**config.mk**
```make
export PLATFORM = sky130hd
export DESIGN_NAME = exc_nest_ctrl
export DESIGN_NICKNAME = d
export VERILOG_FILES = /design/src/rtl/exc_pkg.sv /design/src/rtl/exc_stack.sv /design/src/rtl/exc_decide.sv /design/src/rtl/exc_nest_ctrl.sv
export SDC_FILE = /design/constraint.sdc
export NUM_CORES = 1
export LEC_CHECK = 0
export BUFFER_PORTS_ARGS = -buffer_cell sky130_fd_sc_hd__buf_2
export CAP_MARGIN = 10
export CELL_PAD_IN_SITES_DETAIL_PLACEMENT = 1
export CELL_PAD_IN_SITES_GLOBAL_PLACEMENT = 1
export CORE_ASPECT_RATIO = 0.7
export CORE_MARGIN = 8
export CORE_UTILIZATION = 50
export CTS_CLUSTER_SIZE = 24
export DETAILED_ROUTE_END_ITERATION = 12
export PLACE_DENSITY = 0.87
export SLEW_MARGIN = 20
export SYNTH_ARGS = -nofsm -noshare
export SYNTH_HDL_FRONTEND = slang
export SYNTH_SLANG_ARGS = --single-unit
export TNS_END_PERCENT = 100
```
**constraint.sdc**
```tcl
create_clock -name clk -period 8.55 [get_ports clk]
set_clock_uncertainty 0.1 [all_clocks]
set_input_delay 1.2825 -clock clk [delete_from_list [all_inputs] [get_ports clk]]
set_output_delay 1.2825 -clock clk [all_outputs]
set_load 0.005 [all_outputs]
```
**src/rtl/exc_pkg.sv**
```systemverilog
package exc_pkg;

  typedef enum logic [1:0] {
    STK_NONE = 2'd0,
    STK_PUSH = 2'd1,
    STK_REPL = 2'd2,
    STK_POP  = 2'd3
  } stk_op_e;

endpackage

```
**src/rtl/exc_stack.sv**
```systemverilog
module exc_stack
  import exc_pkg::*;
#(
  parameter int PRIO_W      = 4,
  parameter int ID_W        = 5,
  parameter int STACK_DEPTH = 8
) (
  input  logic                               clk,
  input  logic                               rst,
  input  stk_op_e                            op,
  input  logic [PRIO_W-1:0]                  wr_prio,
  input  logic [ID_W-1:0]                    wr_id,
  output logic [$clog2(STACK_DEPTH+1)-1:0]   depth_o,
  output logic [PRIO_W-1:0]                  top_prio_o,
  output logic [ID_W-1:0]                    top_id_o,
  output logic [PRIO_W-1:0]                  below_prio_o
);

  localparam int CNT_W = $clog2(STACK_DEPTH + 1);
  localparam int AW    = (STACK_DEPTH > 1) ? $clog2(STACK_DEPTH) : 1;
  localparam int EW    = PRIO_W + ID_W;

  logic [EW-1:0]    mem [STACK_DEPTH];
  logic [CNT_W-1:0] depth_q;
  logic [CNT_W-1:0] top_ix;
  logic [CNT_W-1:0] below_ix;
  logic [CNT_W-1:0] wr_ix;
  logic [EW-1:0]    top_e;
  logic [EW-1:0]    below_e;

  assign top_ix   = depth_q - CNT_W'(1);
  assign below_ix = depth_q - CNT_W'(2);
  assign wr_ix    = (op == STK_PUSH) ? depth_q : top_ix;

  // Storage: single write port, no reset, so it maps onto distributed RAM
  always_ff @(posedge clk) begin
    if (op == STK_PUSH || op == STK_REPL) begin
      mem[wr_ix[AW-1:0]] <= {wr_prio, wr_id};
    end
  end

  always_ff @(posedge clk) begin
    if (rst) begin
      depth_q <= '0;
    end else begin
      case (op)
        STK_PUSH: depth_q <= depth_q + CNT_W'(1);
        STK_POP:  depth_q <= depth_q - CNT_W'(1);
        default:  depth_q <= depth_q;
      endcase
    end
  end

  assign top_e   = mem[top_ix[AW-1:0]];
  assign below_e = mem[below_ix[AW-1:0]];

  always_comb begin
    depth_o = depth_q;
    if (depth_q == '0) begin
      top_prio_o = '1;
      top_id_o   = '0;
    end else begin
      top_prio_o = top_e[EW-1:ID_W];
      top_id_o   = top_e[ID_W-1:0];
    end
    if (depth_q < CNT_W'(2)) begin
      below_prio_o = '1;
    end else begin
      below_prio_o = below_e[EW-1:ID_W];
    end
  end


  no_push_full_chk: assert property (@(posedge clk) disable iff (rst)
    (op == STK_PUSH) |-> (depth_q < CNT_W'(STACK_DEPTH)));


  no_pop_empty_chk: assert property (@(posedge clk) disable iff (rst)
    (op == STK_POP || op == STK_REPL) |-> (depth_q != '0));


  depth_bound_chk: assert property (@(posedge clk) disable iff (rst)
    depth_q <= CNT_W'(STACK_DEPTH));

endmodule

```
**src/rtl/exc_decide.sv**
```systemverilog
module exc_decide
  import exc_pkg::*;
#(
  parameter int PRIO_W      = 4,
  parameter int STACK_DEPTH = 8
) (
  input  logic                             req_valid,
  input  logic [PRIO_W-1:0]                req_prio,
  input  logic                             done,
  input  logic                             late,
  input  logic [$clog2(STACK_DEPTH+1)-1:0] depth,
  input  logic [PRIO_W-1:0]                top_prio,
  input  logic [PRIO_W-1:0]                below_prio,
  output stk_op_e                          op,
  output logic                             enter_n,
  output logic                             nest_n,
  output logic                             tail_n,
  output logic                             ret_n,
  output logic                             ovf_set
);

  localparam int CNT_W = $clog2(STACK_DEPTH + 1);

  logic has_act;
  logic full;
  logic last_one;
  logic chain_ok;
  logic preempt_ok;

  assign has_act    = (depth != '0);
  assign full       = (depth == CNT_W'(STACK_DEPTH));
  assign last_one   = (depth == CNT_W'(1));
  assign chain_ok   = req_valid && (late || last_one || (req_prio < below_prio));
  assign preempt_ok = req_valid && (!has_act || (req_prio < top_prio));

  always_comb begin
    op      = STK_NONE;
    enter_n = 1'b0;
    nest_n  = 1'b0;
    tail_n  = 1'b0;
    ret_n   = 1'b0;
    ovf_set = 1'b0;
    if (done && has_act) begin
      if (chain_ok) begin
        op     = STK_REPL;
        tail_n = 1'b1;
      end else begin
        op    = STK_POP;
        ret_n = 1'b1;
      end
    end else if (preempt_ok) begin
      if (full) begin
        ovf_set = 1'b1;
      end else begin
        op      = STK_PUSH;
        enter_n = 1'b1;
        nest_n  = has_act;
      end
    end
  end

endmodule

```
**src/rtl/exc_nest_ctrl.sv**
```systemverilog
module exc_nest_ctrl
  import exc_pkg::*;
#(
  parameter int PRIO_W      = 4,
  parameter int ID_W        = 5,
  parameter int STACK_DEPTH = 8
) (
  input  logic                             clk,
  input  logic                             rst,
  input  logic                             req_valid_i,
  input  logic [ID_W-1:0]                  req_id_i,
  input  logic [PRIO_W-1:0]                req_prio_i,
  input  logic                             done_i,
  input  logic                             late_i,
  output logic                             enter_o,
  output logic                             nest_o,
  output logic                             tail_o,
  output logic                             ret_o,
  output logic [ID_W-1:0]                  act_id_o,
  output logic [PRIO_W-1:0]                run_prio_o,
  output logic [$clog2(STACK_DEPTH+1)-1:0] depth_o,
  output logic                             ovf_o
);

  localparam int CNT_W = $clog2(STACK_DEPTH + 1);

  stk_op_e          op;
  logic             enter_n, nest_n, tail_n, ret_n, ovf_set;
  logic [CNT_W-1:0] depth;
  logic [PRIO_W-1:0] top_prio, below_prio;
  logic [ID_W-1:0]  top_id;

  exc_stack #(
    .PRIO_W(PRIO_W), .ID_W(ID_W), .STACK_DEPTH(STACK_DEPTH)
  ) stack_i (
    .clk(clk), .rst(rst), .op(op),
    .wr_prio(req_prio_i), .wr_id(req_id_i),
    .depth_o(depth), .top_prio_o(top_prio), .top_id_o(top_id),
    .below_prio_o(below_prio)
  );

  exc_decide #(
    .PRIO_W(PRIO_W), .STACK_DEPTH(STACK_DEPTH)
  ) decide_i (
    .req_valid(req_valid_i), .req_prio(req_prio_i),
    .done(done_i), .late(late_i),
    .depth(depth), .top_prio(top_prio), .below_prio(below_prio),
    .op(op), .enter_n(enter_n), .nest_n(nest_n),
    .tail_n(tail_n), .ret_n(ret_n), .ovf_set(ovf_set)
  );

  always_ff @(posedge clk) begin
    if (rst) begin
      enter_o <= 1'b0;
      nest_o  <= 1'b0;
      tail_o  <= 1'b0;
      ret_o   <= 1'b0;
      ovf_o   <= 1'b0;
    end else begin
      enter_o <= enter_n;
      nest_o  <= nest_n;
      tail_o  <= tail_n;
      ret_o   <= ret_n;
      ovf_o   <= ovf_o | ovf_set;
    end
  end

  assign run_prio_o = top_prio;
  assign act_id_o   = top_id;
  assign depth_o    = depth;


  one_cmd_chk: assert property (@(posedge clk) disable iff (rst)
    $onehot0({enter_o, tail_o, ret_o}));


  nest_with_enter_chk: assert property (@(posedge clk) disable iff (rst)
    nest_o |-> enter_o);


  enter_push_chk: assert property (@(posedge clk) disable iff (rst)
    $rose(enter_o) |-> (depth_o == $past(depth_o) + CNT_W'(1)));


  nest_urgent_chk: assert property (@(posedge clk) disable iff (rst)
    (enter_o && nest_o && !$past(rst)) |-> (run_prio_o < $past(run_prio_o)));


  tail_keep_depth_chk: assert property (@(posedge clk) disable iff (rst)
    (tail_o && !$past(rst)) |-> $stable(depth_o));


  ret_pop_chk: assert property (@(posedge clk) disable iff (rst)
    (ret_o && !$past(rst)) |-> (depth_o == $past(depth_o) - CNT_W'(1)));


  idle_done_chk: assert property (@(posedge clk) disable iff (rst)
    (done_i && depth_o == '0) |=> (!tail_o && !ret_o));


  ovf_sticky_chk: assert property (@(posedge clk) disable iff (rst)
    ovf_o |=> ovf_o);

endmodule

```
### Word-level counts from Yosys, hierarchy flattened

Memory sizes are Yosys's and may differ from the RTL's.
Index checks and enable logic that the tools add are counted.
W data, S select, Z words.

* add/sub/neg operators: 3
* order comparisons: 3
* eq/ne operators: 5
* mux-type cells: 17
* bitwise gates (word level): 3
* reductions and logical operators: 14

Operators by type and width (count)
* $mux W1: 10
* $lt A4 B4 Y1: 2
* $mux W4: 2
* $pmux W4 S2: 1
* $mux W5: 1
* $add A4 B1 Y4 const B: 1
* $eq A2 B2 Y1 const B: 2
* $eq A4 B1 Y1 const B: 1
* $eq A4 B4 Y1 const B: 1
* $logic_not A4 Y1: 1
* $logic_or A1 B1 Y1: 4
* $lt A4 B2 Y1 const B: 1
* $mux W2: 2
* $reduce_bool A4 Y1: 1
* $reduce_or A4 Y1: 1
* $sub A4 B1 Y4 const B: 1
* $logic_and A1 B1 Y1: 3
* $mux W3: 1
* $reduce_or A3 Y1: 1
* $sub A3 B2 Y3 const B: 1
* $eq A2 B1 Y1 const B: 1
* $not A1 Y1: 2
* $reduce_bool A2 Y1: 1
* $reduce_or A2 Y1: 1
* 2 further kinds: 2

* register bits after elaboration: 9
* RAM bits: 72
* bits of input ports: 14
* output and inout port bits: 18
* logic and storage cells: 52
* memories kept: 1

Memories
* stack_i.mem: words 8, width 9, rd ports 2, clocked after Yosys merged registers in 0, write ports 1, line exc_stack.sv:23 `logic [EW-1:0] mem [STACK_DEPTH];`

### Longest topological paths before layout

Gate-level depths: netlist of the first run.
An unclocked memory read counts as a cell.

* depth in word-level cells: 12
* mapped depth: 20
* depth with buffers taken out: 15

### Hierarchy

From an unflattened synthesis of the first run, not the netlist that was laid out.

* cell total of the unflattened synthesis: 257
* area, all modules: 3902.5 µm²

Modules (own cells, without submodules)
* exc_stack: times used 1, cells each 208, area an instance 3484.6 µm², seq. area each 2242.2 µm²
* exc_decide: times used 1, cells each 39, area an instance 282.8 µm², seq. area each 0.0 µm²
* exc_nest_ctrl: times used 1, cells each 10, area an instance 135.1 µm², seq. area each 100.1 µm²

### Least setup slack after synthesis of the first run

Ideal clock, no wire load.

* path type: flip-flop to flip-flop
* from: reg stack_i.depth_q[0], in the netlist stack_i.depth_o[0]
* to: mem stack_i.mem[0][0] in the netlist's numbering (enable)
* setup time: 0.427 ns
* data arrival time: 5.517 ns
* required time: 8.023 ns
* setup slack: 2.506 ns
* cell stages (with the launch flop): 19
* clock period less this slack: 6.044 ns
* path through: dfxtp_1 buf_6 buf_2 clkbuf_1 inv_1 ha_1 clkbuf_1 mux4_2 o22ai_1 ha_1 a21o_1 a21oi_1 o211a_1 a21bo_4 buf_6 o21ai_1 ha_1 inv_1 a2111oi_0

* word-level cells in the longest chain between the ends: 12

Ends and longest elaborated chain
* from (decl): line exc_stack.sv:24 `logic [CNT_W-1:0] depth_q;`
* from (signal assigned): line exc_stack.sv:47 `STK_PUSH: depth_q <= depth_q + CNT_W'(1);`
* from (signal assigned): line exc_stack.sv:48 `STK_POP: depth_q <= depth_q - CNT_W'(1);`
* from (signal assigned): line exc_stack.sv:49 `default: depth_q <= depth_q;`
* $sub A4 B1 Y4 or $sub A3 B2 Y3 (tied branches)
* $mem_v2 Z8 W9
* $mux W4 (on tied branches): line exc_stack.sv:59, exc_stack.sv:66
* $lt A4 B4 Y1 (on tied branches): line exc_decide.sv:34, exc_decide.sv:33
* $logic_or A1 B1 Y1 (on tied branches): line exc_decide.sv:34, exc_decide.sv:33
* $logic_and A1 B1 Y1 (on tied branches): line exc_decide.sv:34, exc_decide.sv:33
* $mux W2 or $mux W1 (tied branches): line exc_decide.sv:51, exc_decide.sv:44
* $mux W2: line exc_decide.sv:43 `if (done && has_act) begin`
* $eq A2 B1 Y1 or $eq A2 B2 Y1 (tied branches): line exc_stack.sv:33, exc_stack.sv:37
* $logic_or A1 B1 Y1: line exc_stack.sv:37 `if (op == STK_PUSH || op == STK_REPL) begin`
* $mux W1: line exc_stack.sv:37
* $mux W1 (implied by the code): line exc_stack.sv:38 `mem[wr_ix[AW-1:0]] <= {wr_prio, wr_id};`
* to (decl): line exc_stack.sv:23

Parallel ways exist; a longest one is shown, timed or not.

### Final worst setup path of the first run

* from: reg stack_i.depth_q[1], in the netlist stack_i.depth_o[1]
* to: mem stack_i.mem[3][4] in the netlist's numbering (enable)

The elaborated chain is that of the path after synthesis.

==> results.tsv, run 1 <==
metric	value	unit
outcome	finished clean	
CTS root buffer	clkbuf_8	
port bufs	31	
final setup violation count	0	
Vias	2361	
main combinational cell family by area after synthesis	multiplexers	
largest net degree at the start of global routing	37	
Least-Margin Pin Slew	1.162	ns
htree depth	3	
ys async rst share	0	%
Die Wd	121.9	µm
Yosys cell types	50	
CP endpoint kind	flop	
Hold Path Class	flop to flop	
setup_tns	0	ns
Mapped Nets	276	
nets	303	
Yosys top cell area share	55.07	%
cell taking the most area after synthesis	edfxtp_1	
cell repeated most along the worst path	ha_1	
top cells by area, synth	edfxtp_1, mux4_2, dfxtp_1, ha_1, nand2_1	
clock-pin slew on the worst setup and hold paths	0.08	ns
critical-path cell list	inv_1 -> ha_1 -> mux4_2 -> o22ai_1 -> ha_1 -> a21o_1 -> a21oi_1 -> o211a_1 -> a21bo_4 -> o21ai_1 -> ha_1 -> inv_1 -> a2111oi_2	
DIE AREA	10990	µm²
RSZ-0062 raised after global routing	no	
synthesized area per cell	15.77	µm²
most common flop cell mapped by yosys	edfxtp_1	
GRT Total Usage	17.91	%
simple-gate portion of the synthesized area	6.278	%
CP Max Fanout	23	
Post-synth EDFFs	72	
Filler cells	727	
Final min period	5.833	ns
XOR/XNOR share of the synthesized area	1.562	%
CTS sink cnt	81	
worst skew pair latency	0.35	ns
die height	90.14	µm
Post-synth top cells	edfxtp_1, mux4_2, nand2_1	
fmax	0.1714	GHz
global-route wire length before repair	14690	µm
Final ANT Viol Nets	0	
most common cell in the netlist	edfxtp_1	
vias per cell	6.197	
maximum buffer depth of the clock tree	2	
WL/cell	25.86	µm
Layout area overhead	13.42	%
Max-cap violations	0	
Pins Over Slew Limit	0	
number of global-route vias before repair	2522	
post-synthesis mux area share	15.97	%
Core Area	7736	µm²
Syn Inst Count	249	
Synth Area in Adders	4.143	%
CTS tree	done	
GPL Wtd Cong	0.8911	
initial antenna violation count	0	
Fin. Hold Viols	0	
layout cells sized above 1	32.14	%
hold buffers post-CTS	0	
Top Ports	32	
row cnt	27	
Yosys reg bits	81	
worst hold slack	0.3800	ns
CP Launch Type	flop	
fin crit share	68.23	%
gr ovfl total	0	
WL final	9851	µm
initial core utilization	50.75	%
Post-DP HPWL	6874	µm
critical path data required time	8.41	ns
Synth Cell Area	3926	µm²
CTS Buf Count	9	
compound-cell area share of the yosys netlist	9.210	%
post_cts resized	0	
placed insts	366	
setup bufs post-CTS	0	
Initial DRC Count	170	
Crit-path slowest cell	a2111oi_2	
critical path type	flop to flop	
synth warn	0	
Slew HR	22.36	%
non-filler cells, final	381	
DRC errors left	0	
Seq/Total Area, Yosys	59.66	%
worst stage delay on the critical path	1.06	ns
drt pass-1 iters	4	
n_diodes	0	
crit path DAT	5.70	ns
[cells by family after synthesis]
group | after synthesis
compound gates | 46
xor+xnor | 4
fa+ha+maj | 13
buf+inv | 25
flops | 81
mux | 31
simple gates | 49
[cells in the final DEF, fill, tap and decap left out, types with 2 or more instances in the layout]
master,netlist,layout
a2111oi_4,0,7
a211oi_1,3,3
a21oi_1,9,9
a31oi_1,5,5
and2_1,2,2
buf_2,4,31
clkbuf_8,0,9
clkinv_4,0,3
dfxtp_1,9,8
edfxtp_1,72,72
ha_1,13,13
inv_1,9,9
mux2_2,2,2
mux2i_1,3,3
mux4_2,25,25
nand2_1,14,14
nand2b_1,2,2
nand3_1,2,2
nor2_1,9,9
nor2b_1,4,4
nor3_1,6,6
nor3b_1,3,3
o21ai_0,3,3
o21bai_1,2,2
o22ai_1,3,3
or3_1,2,2
xnor2_1,2,2
[layout make-up]
cell class / instances / area, µm² / area share [%]
Tap cell: 101 / 126.4 / 2.838
Inverter: 9 / 33.78 / 0.7586
Timing Repair Buffer: 32 / 162.7 / 3.653
Clock buffer: 10 / 127.6 / 2.866
Multi-Input combinational cell: 143 / 1592 / 35.74
Sequential cell: 81 / 2346 / 52.68
Clock inverter: 5 / 65.06 / 1.461
[metal layers]
| layer | up-vias | share of wire [%] | track usage [%] |
|---|---|---|---|
| li1 | 1052 | - | - |
| met1 | 1218 | 44 | 23.87 |
| met2 | 83 | 49 | 28.60 |
| met3 | 8 | 5.9 | 4.372 |
| met4 | 0 | 0.98 | 4.606 |
| met5 | - | 0 | 0 |
[registers in the layout, indices dropped and copies added (netlist names)]
signal / count
stack_i.mem: 72
stack_i.depth_o: 4
enter_o: 1
nest_o: 1
ovf_o: 1
ret_o: 1
tail_o: 1
[stage by stage]
stage,util [%],area [µm²],setup WS [ns]
after floorplan,-,3926,2.506
after global placement,53.91,4170,2.831
after detailed placement,53.91,4170,2.490
after CTS,56.40,4363,2.459
after global routing,57.56,4453,2.310
final,57.56,4453,2.717
[final timing paths]
kind / cells past startpoint / slack [ns] / end / from
setup / recovery: 13 / 2.72 / stack_i.mem[3][4]$_DFFE_PP_ / stack_i.depth_o[1]$_SDFFE_PP0P_
hold / removal: 2 / 0.38 / ovf_o$_SDFF_PP0_ / ovf_o$_SDFF_PP0_
hold reg to reg: 2 / 0.38 / ovf_o$_SDFF_PP0_ / ovf_o$_SDFF_PP0_
setup reg to reg: 13 / 2.72 / stack_i.mem[3][4]$_DFFE_PP_ / stack_i.depth_o[1]$_SDFFE_PP0P_
[worst max-delay path, delay by kind of cell, from the launching register on]
kind	cells	cell delay, ns
AO/OA/AOI/OAI	7	2.23
multiplexers	1	0.41
buffers and inverters	2	0.57
adder cells (fa/ha/maj)	3	1.43
flip-flops	1	0.68
Power of run 1 is not shown: default switching activity piles up to over one toggle a cycle in this logic, so the estimate is an artifact.
==> run 2, diff against run 1 <==
--- a/config.mk
+++ b/config.mk
@@ -11,10 +11,10 @@
 export CELL_PAD_IN_SITES_GLOBAL_PLACEMENT = 1
 export CORE_ASPECT_RATIO = 0.7
 export CORE_MARGIN = 8
-export CORE_UTILIZATION = 50
+export CORE_UTILIZATION = 45
 export CTS_CLUSTER_SIZE = 24
 export DETAILED_ROUTE_END_ITERATION = 12
-export PLACE_DENSITY = 0.87
+export PLACE_DENSITY = 0.83
 export SLEW_MARGIN = 20
 export SYNTH_ARGS = -nofsm -noshare
 export SYNTH_HDL_FRONTEND = slang
==> constraint.sdc (replaced) <==
create_clock -name clk -period 5 [get_ports clk]
set_clock_uncertainty 0.1 [all_clocks]
set_input_delay 0.75 -clock clk [delete_from_list [all_inputs] [get_ports clk]]
set_output_delay 0.75 -clock clk [all_outputs]
set_load 0.005 [all_outputs]
==> run 2 against run 1 <==
Compared with the run above:
- register-to-register slack worse by 2.2 ns
- first-iteration DRC count is 28% lower
- global-route usage is 0.40 points lower
- via count is 2.1% higher
- worst setup slack worse by 2.2 ns
- critical path type unchanged
==> results.tsv, run 2 (same netlist as run 1, synthesis figures left out) <==
metric	value	unit	change
Util after Layout	55.37	%	was 57.56%
critical-path cell list	inv_1 -> ha_1 -> xor2_4 -> o21ai_0 -> o22ai_1 -> ha_1 -> a21o_1 -> a21oi_1 -> o211a_1 -> a21bo_4 -> o21ai_1 -> ha_1 -> inv_1 -> a2111oi_4		was inv_1 -> ha_1 -> mux4_2 -> o22ai_1 -> ha_1 -> a21o_1 -> a21oi_1 -> o211a_1 -> a21bo_4 -> o21ai_1 -> ha_1 -> inv_1 -> a2111oi_2
Worst Hold Depth	2		unchanged
worst reg2reg path depth	14		was 13
commonest non-fill, non-tap cell in the layout	edfxtp_1		unchanged
worst stage delay on the critical path	0.77	ns	was 1.06 ns
WL/cell	23.53	µm	was 25.86 µm
row cnt	28		was 27
crit path DAT	4.39	ns	was 5.70 ns
GPL Wtd Cong	0.8016		was 0.8911
CTS tree	done		unchanged
layout cells sized above 1	34.71	%	was 32.14%
total buffers and inverters traversed by the critical path	2		unchanged
Setup WS post-layout	0.4724	ns	was 2.717 ns
Fin. Hold Viols	0		unchanged
design area	4695	µm²	was 4453 µm²
gr ovfl total	0		unchanged
CTS root buffer	clkbuf_16		was clkbuf_8
cell family with most CP delay	compound AO/OA/AOI/OAI gates		unchanged
DIE AREA	12020	µm²	was 10990 µm²
Filler cells	808		was 727
CTS Buf Count	9		unchanged
CP Max Fanout	11		was 23
cell repeated most along the worst path	ha_1		unchanged
Final ANT Viol Nets	0		unchanged
WL final	9669	µm	was 9851 µm
CP Launch Type	flop		unchanged
port bufs	31		unchanged
global-route wire length before repair	15390	µm	was 14690 µm
Die Wd	127.6	µm	was 121.9 µm
Max-cap violations	0		unchanged
Hold Path Class	flop to flop		unchanged
nets	313		was 303
hold_sp	ovf_o$_SDFF_PP0_		unchanged
Crit-path slowest cell	a2111oi_4		was a2111oi_2
drt pass-1 iters	4		unchanged
outcome	finished clean		unchanged
GRT Total Usage	17.51	%	was 17.91%
fin crit share	90.55	%	was 68.23%
post_cts resized	0		unchanged
Initial DRC Count	122		was 170
largest net degree at the start of global routing	22		was 37
Vias	2411		was 2361
Core Area	8478	µm²	was 7736 µm²
Final min period	4.528	ns	was 5.833 ns
Largest register FFs	72		unchanged
initial core utilization	46.31	%	was 50.75%
Top Ports	32		unchanged
initial antenna violation count	0		unchanged
n_diodes	0		unchanged
clock-pin slew on the worst setup and hold paths	0.06	ns	was 0.08 ns
r2r endpoint	stack_i.mem[7][0]$_DFFE_PP_		was stack_i.mem[3][4]$_DFFE_PP_
CP endpoint kind	flop		unchanged
Pins Over Slew Limit	0		unchanged
Layout area overhead	19.57	%	was 13.42%
hold buffers post-CTS	0		unchanged
area post-placement	4369	µm²	was 4170 µm²
vias per cell	5.866		was 6.197
htree depth	3		unchanged
fmax	0.2209	GHz	was 0.1714 GHz
setup_tns	0	ns	unchanged
hold path endpoint	ovf_o$_SDFF_PP0_		unchanged
Post-DP HPWL	6987	µm	was 6874 µm
worst skew pair latency	0.34	ns	was 0.35 ns
CTS sink cnt	81		unchanged
critical path data required time	4.86	ns	was 8.41 ns
DRC errors left	0		unchanged
maximum buffer depth of the clock tree	2		unchanged
critical path type	flop to flop		unchanged
number of global-route vias before repair	2607		was 2522
Least-Margin Pin Slew	1.008	ns	was 1.162 ns
die height	94.15	µm	was 90.14 µm
Slew HR	30.88	%	was 22.36%
reg2reg setup slack	0.47	ns	was 2.72 ns
setup bufs post-CTS	0		unchanged
RSZ-0062 raised after global routing	no		unchanged
RR Startpoint	stack_i.depth_o[1]$_SDFFE_PP0P_		unchanged
most frequent cells in the layout	edfxtp_1, buf_2, mux4_2, nand2_1, ha_1		unchanged
final setup violation count	0		unchanged
DP Worst Slack	0.4881	ns	was 2.490 ns
run 2: changes by cell type in the layout (fill, tap and decap cells not counted), moves of 3 or more:
cell / delta
buf_4: +10
clkinv_4: -3
clkbuf_8: -9
clkbuf_16: +9
run 2: area by class of cell:
| class | count | area [µm²] | area share (%) |
|---|---|---|---|
| Clock buffer | 9 | 225.2 | 4.797 |
| Clock inverter | 7 | 100.1 | 2.132 |
| Inverter | 9 | 33.78 | 0.7196 |
| Multi-Input combinational cell | 143 | 1604 | 34.17 |
| Sequential cell | 81 | 2344 | 49.92 |
| Tap cell | 120 | 150.1 | 3.198 |
| Timing Repair Buffer | 42 | 237.7 | 5.064 |
run 2: worst reg2reg max path, delay by kind of cell (launching register included):
family          cells  cell delay [ns]
compound gates      8             2.21
fa+ha+maj           3             0.75
buf+inv             2             0.46
xor+xnor            1             0.32
flops               1             0.31
run 2: worst max path at each step:
stage	from	end	depth (start not counted)
5_1_grt	stack_i.depth_o[1]$_SDFFE_PP0P_	stack_i.mem[7][0]$_DFFE_PP_	14
6_report	stack_i.depth_o[1]$_SDFFE_PP0P_	stack_i.mem[7][0]$_DFFE_PP_	14
2_1_floorplan	stack_i.depth_o[0]$_SDFFE_PP0P_	stack_i.mem[2][0]$_DFFE_PP_	16
4_1_cts	stack_i.depth_o[1]$_SDFFE_PP0P_	stack_i.mem[7][0]$_DFFE_PP_	14
3_5_place_dp	stack_i.depth_o[1]$_SDFFE_PP0P_	stack_i.mem[7][1]$_DFFE_PP_	14
3_3_place_gp	stack_i.depth_o[0]$_SDFFE_PP0P_	stack_i.mem[7][1]$_DFFE_PP_	14
run 2: per-stage QoR:
stage / std cells / hold slack, ns
CTS: 411 / 0.3751
global placement: 395 / 0.3446
finish: 411 / 0.3705
floorplan: 249 / 0.3604
global route: 411 / 0.4133
detailed placement: 395 / 0.3593
run 2: routing by layer:
layer	global-route usage [%]	vias up	routed length (µm)
met4	6.700	0	167
met1	23.21	1252	4520
met5	0	-	0
met2	27.48	74	4458
li1	-	1070	-
met3	4.195	15	522
Power of run 2 is left out for the same reason.
==> run 3, diff against run 2 <==
==> constraint.sdc (replaced) <==
create_clock -name clk -period 5 [get_ports clk]
set_clock_uncertainty 0.1 [all_clocks]
set_input_delay 0.5 -clock clk [delete_from_list [all_inputs] [get_ports clk]]
set_output_delay 0.5 -clock clk [all_outputs]
set_load 0.005 [all_outputs]
==> run 3 against run 2 <==
Compared with the run above:
- wire length decreased by 0.66%
- non-clock buffer count unchanged
- first-iteration DRC count increased by 6.6%
- sequential share of layout area increased by 0.51 points
- worst setup slack got worse by 0.066 ns
- design area decreased by 1.0%
- die area unchanged
==> results.tsv, run 3 (same netlist as run 1, synthesis figures left out) <==
metric	value	unit	change
outcome	finished clean		unchanged
Least-Margin Pin Slew	0.9889	ns	was 1.008 ns
CTS root buffer	clkbuf_16		unchanged
n_diodes	0		unchanged
die height	94.15	µm	unchanged
DIE AREA	12020	µm²	unchanged
row cnt	28		unchanged
fin crit share	91.88	%	was 90.55%
worst skew pair latency	0.34	ns	about the same
CTS tree	done		unchanged
nets	313		unchanged
GPL Wtd Cong	0.8080		was 0.8016
Slew HR	32.19	%	was 30.88%
post_cts resized	0		unchanged
htree depth	3		unchanged
crit path DAT	4.46	ns	was 4.39 ns
DRC errors left	0		unchanged
initial core utilization	46.31	%	unchanged
CTS Buf Count	9		unchanged
gr ovfl total	0		unchanged
critical path type	flop to flop		unchanged
maximum buffer depth of the clock tree	2		unchanged
setup bufs post-CTS	0		unchanged
Max-cap violations	0		unchanged
CP endpoint kind	flop		unchanged
Hold Path Class	input port to flop		was flop to flop
Vias	2395		was 2411
commonest non-fill, non-tap cell in the layout	edfxtp_1		unchanged
Core Area	8478	µm²	unchanged
CP Max Fanout	23		was 11
global-route wire length before repair	15350	µm	was 15390 µm
Post-DP HPWL	7211	µm	was 6987 µm
Fin. Hold Viols	0		unchanged
clock-pin slew on the worst setup and hold paths	0.06	ns	about the same
Layout area overhead	18.36	%	was 19.57%
Die Wd	127.6	µm	unchanged
number of global-route vias before repair	2600		was 2607
critical path data required time	4.86	ns	about the same
Final ANT Viol Nets	0		unchanged
CTS sink cnt	81		unchanged
hold buffers post-CTS	0		unchanged
most frequent cells in the layout	edfxtp_1, buf_2, mux4_2, nand2_1, ha_1		unchanged
port bufs	31		unchanged
final setup violation count	0		unchanged
layout cells sized above 1	34.71	%	unchanged
fmax	0.2177	GHz	was 0.2209 GHz
initial antenna violation count	0		unchanged
Largest register FFs	72		unchanged
vias per cell	5.827		was 5.866
Initial DRC Count	130		was 122
CP Launch Type	flop		unchanged
GRT Total Usage	17.31	%	was 17.51%
Pins Over Slew Limit	0		unchanged
Top Ports	32		unchanged
WL/cell	23.37	µm	was 23.53 µm
setup_tns	0	ns	unchanged
RSZ-0062 raised after global routing	no		unchanged
largest net degree at the start of global routing	24		was 22
WL final	9605	µm	was 9669 µm
drt pass-1 iters	4		unchanged
Final min period	4.594	ns	was 4.528 ns
run 3: cell count changes in the layout (fill, tap and decap cells not counted):
cell	delta
bufinv_16	-2
clkinv_2	+1
clkinv_1	-1
clkbuf_1	+1
clkinvlp_4	+1
run 3: path summary, 6_finish.rpt:
check	start	end	slack, ns	cells past startpoint
min reg2reg	ovf_o$_SDFF_PP0_	ovf_o$_SDFF_PP0_	0.39	2
max	stack_i.depth_o[0]$_SDFFE_PP0P_	stack_i.mem[6][0]$_DFFE_PP_	0.41	14
min	req_id_i[2]	stack_i.mem[1][2]$_DFFE_PP_	0.36	1
max reg2reg	stack_i.depth_o[0]$_SDFFE_PP0P_	stack_i.mem[6][0]$_DFFE_PP_	0.41	14
run 3: area by class of cell:
cell class / instances / area (µm²)
flip-flops and latches: 81 / 2344
well taps: 120 / 150.1
multi-input cells: 143 / 1604
clock inverters: 6 / 48.80
repair buffers: 42 / 237.7
clock buffers: 10 / 229.0
inverters: 9 / 33.78
fillers: 822 / 3831
run 3: critical path, cell delays in order, from the launching register on:
cell       delay, ns
dfxtp_2         0.32
buf_4           0.33
mux4_2          0.57
nor2b_1         0.15
a211oi_1        0.26
ha_1            0.24
nor2_1          0.07
o221ai_1        0.10
o2111ai_1       0.19
a221o_1         0.33
and2_1          0.20
o21ai_1         0.16
ha_1            0.15
inv_1           0.26
a2111oi_4       0.78
run 3: routing by layer:
metal / vias up / track usage, % / share of wire, % / routed length [µm]
li1: 1076 / - / - / -
met1: 1250 / 21.82 / 46 / 4394
met2: 60 / 28.14 / 48 / 4615
met3: 9 / 5.499 / 5.2 / 496
met4: 0 / 5.222 / 1.0 / 97
met5: - / 0 / 0 / 0
run 3: stage by stage:
step	std cells	instance area (µm²)	hold slack [ns]	utilization, %	worst slack (ns)
after floorplan	249	4073	0.3604	-	0.09455
after global placement	395	4369	0.3454	51.53	0.4963
after detailed placement	395	4369	0.3912	51.53	0.3454
after CTS	411	4647	0.3496	54.81	0.3396
after global routing	411	4647	0.3577	54.81	0.1827
final	411	4647	0.3573	54.81	0.4060
Power of run 3 is left out for the same reason.
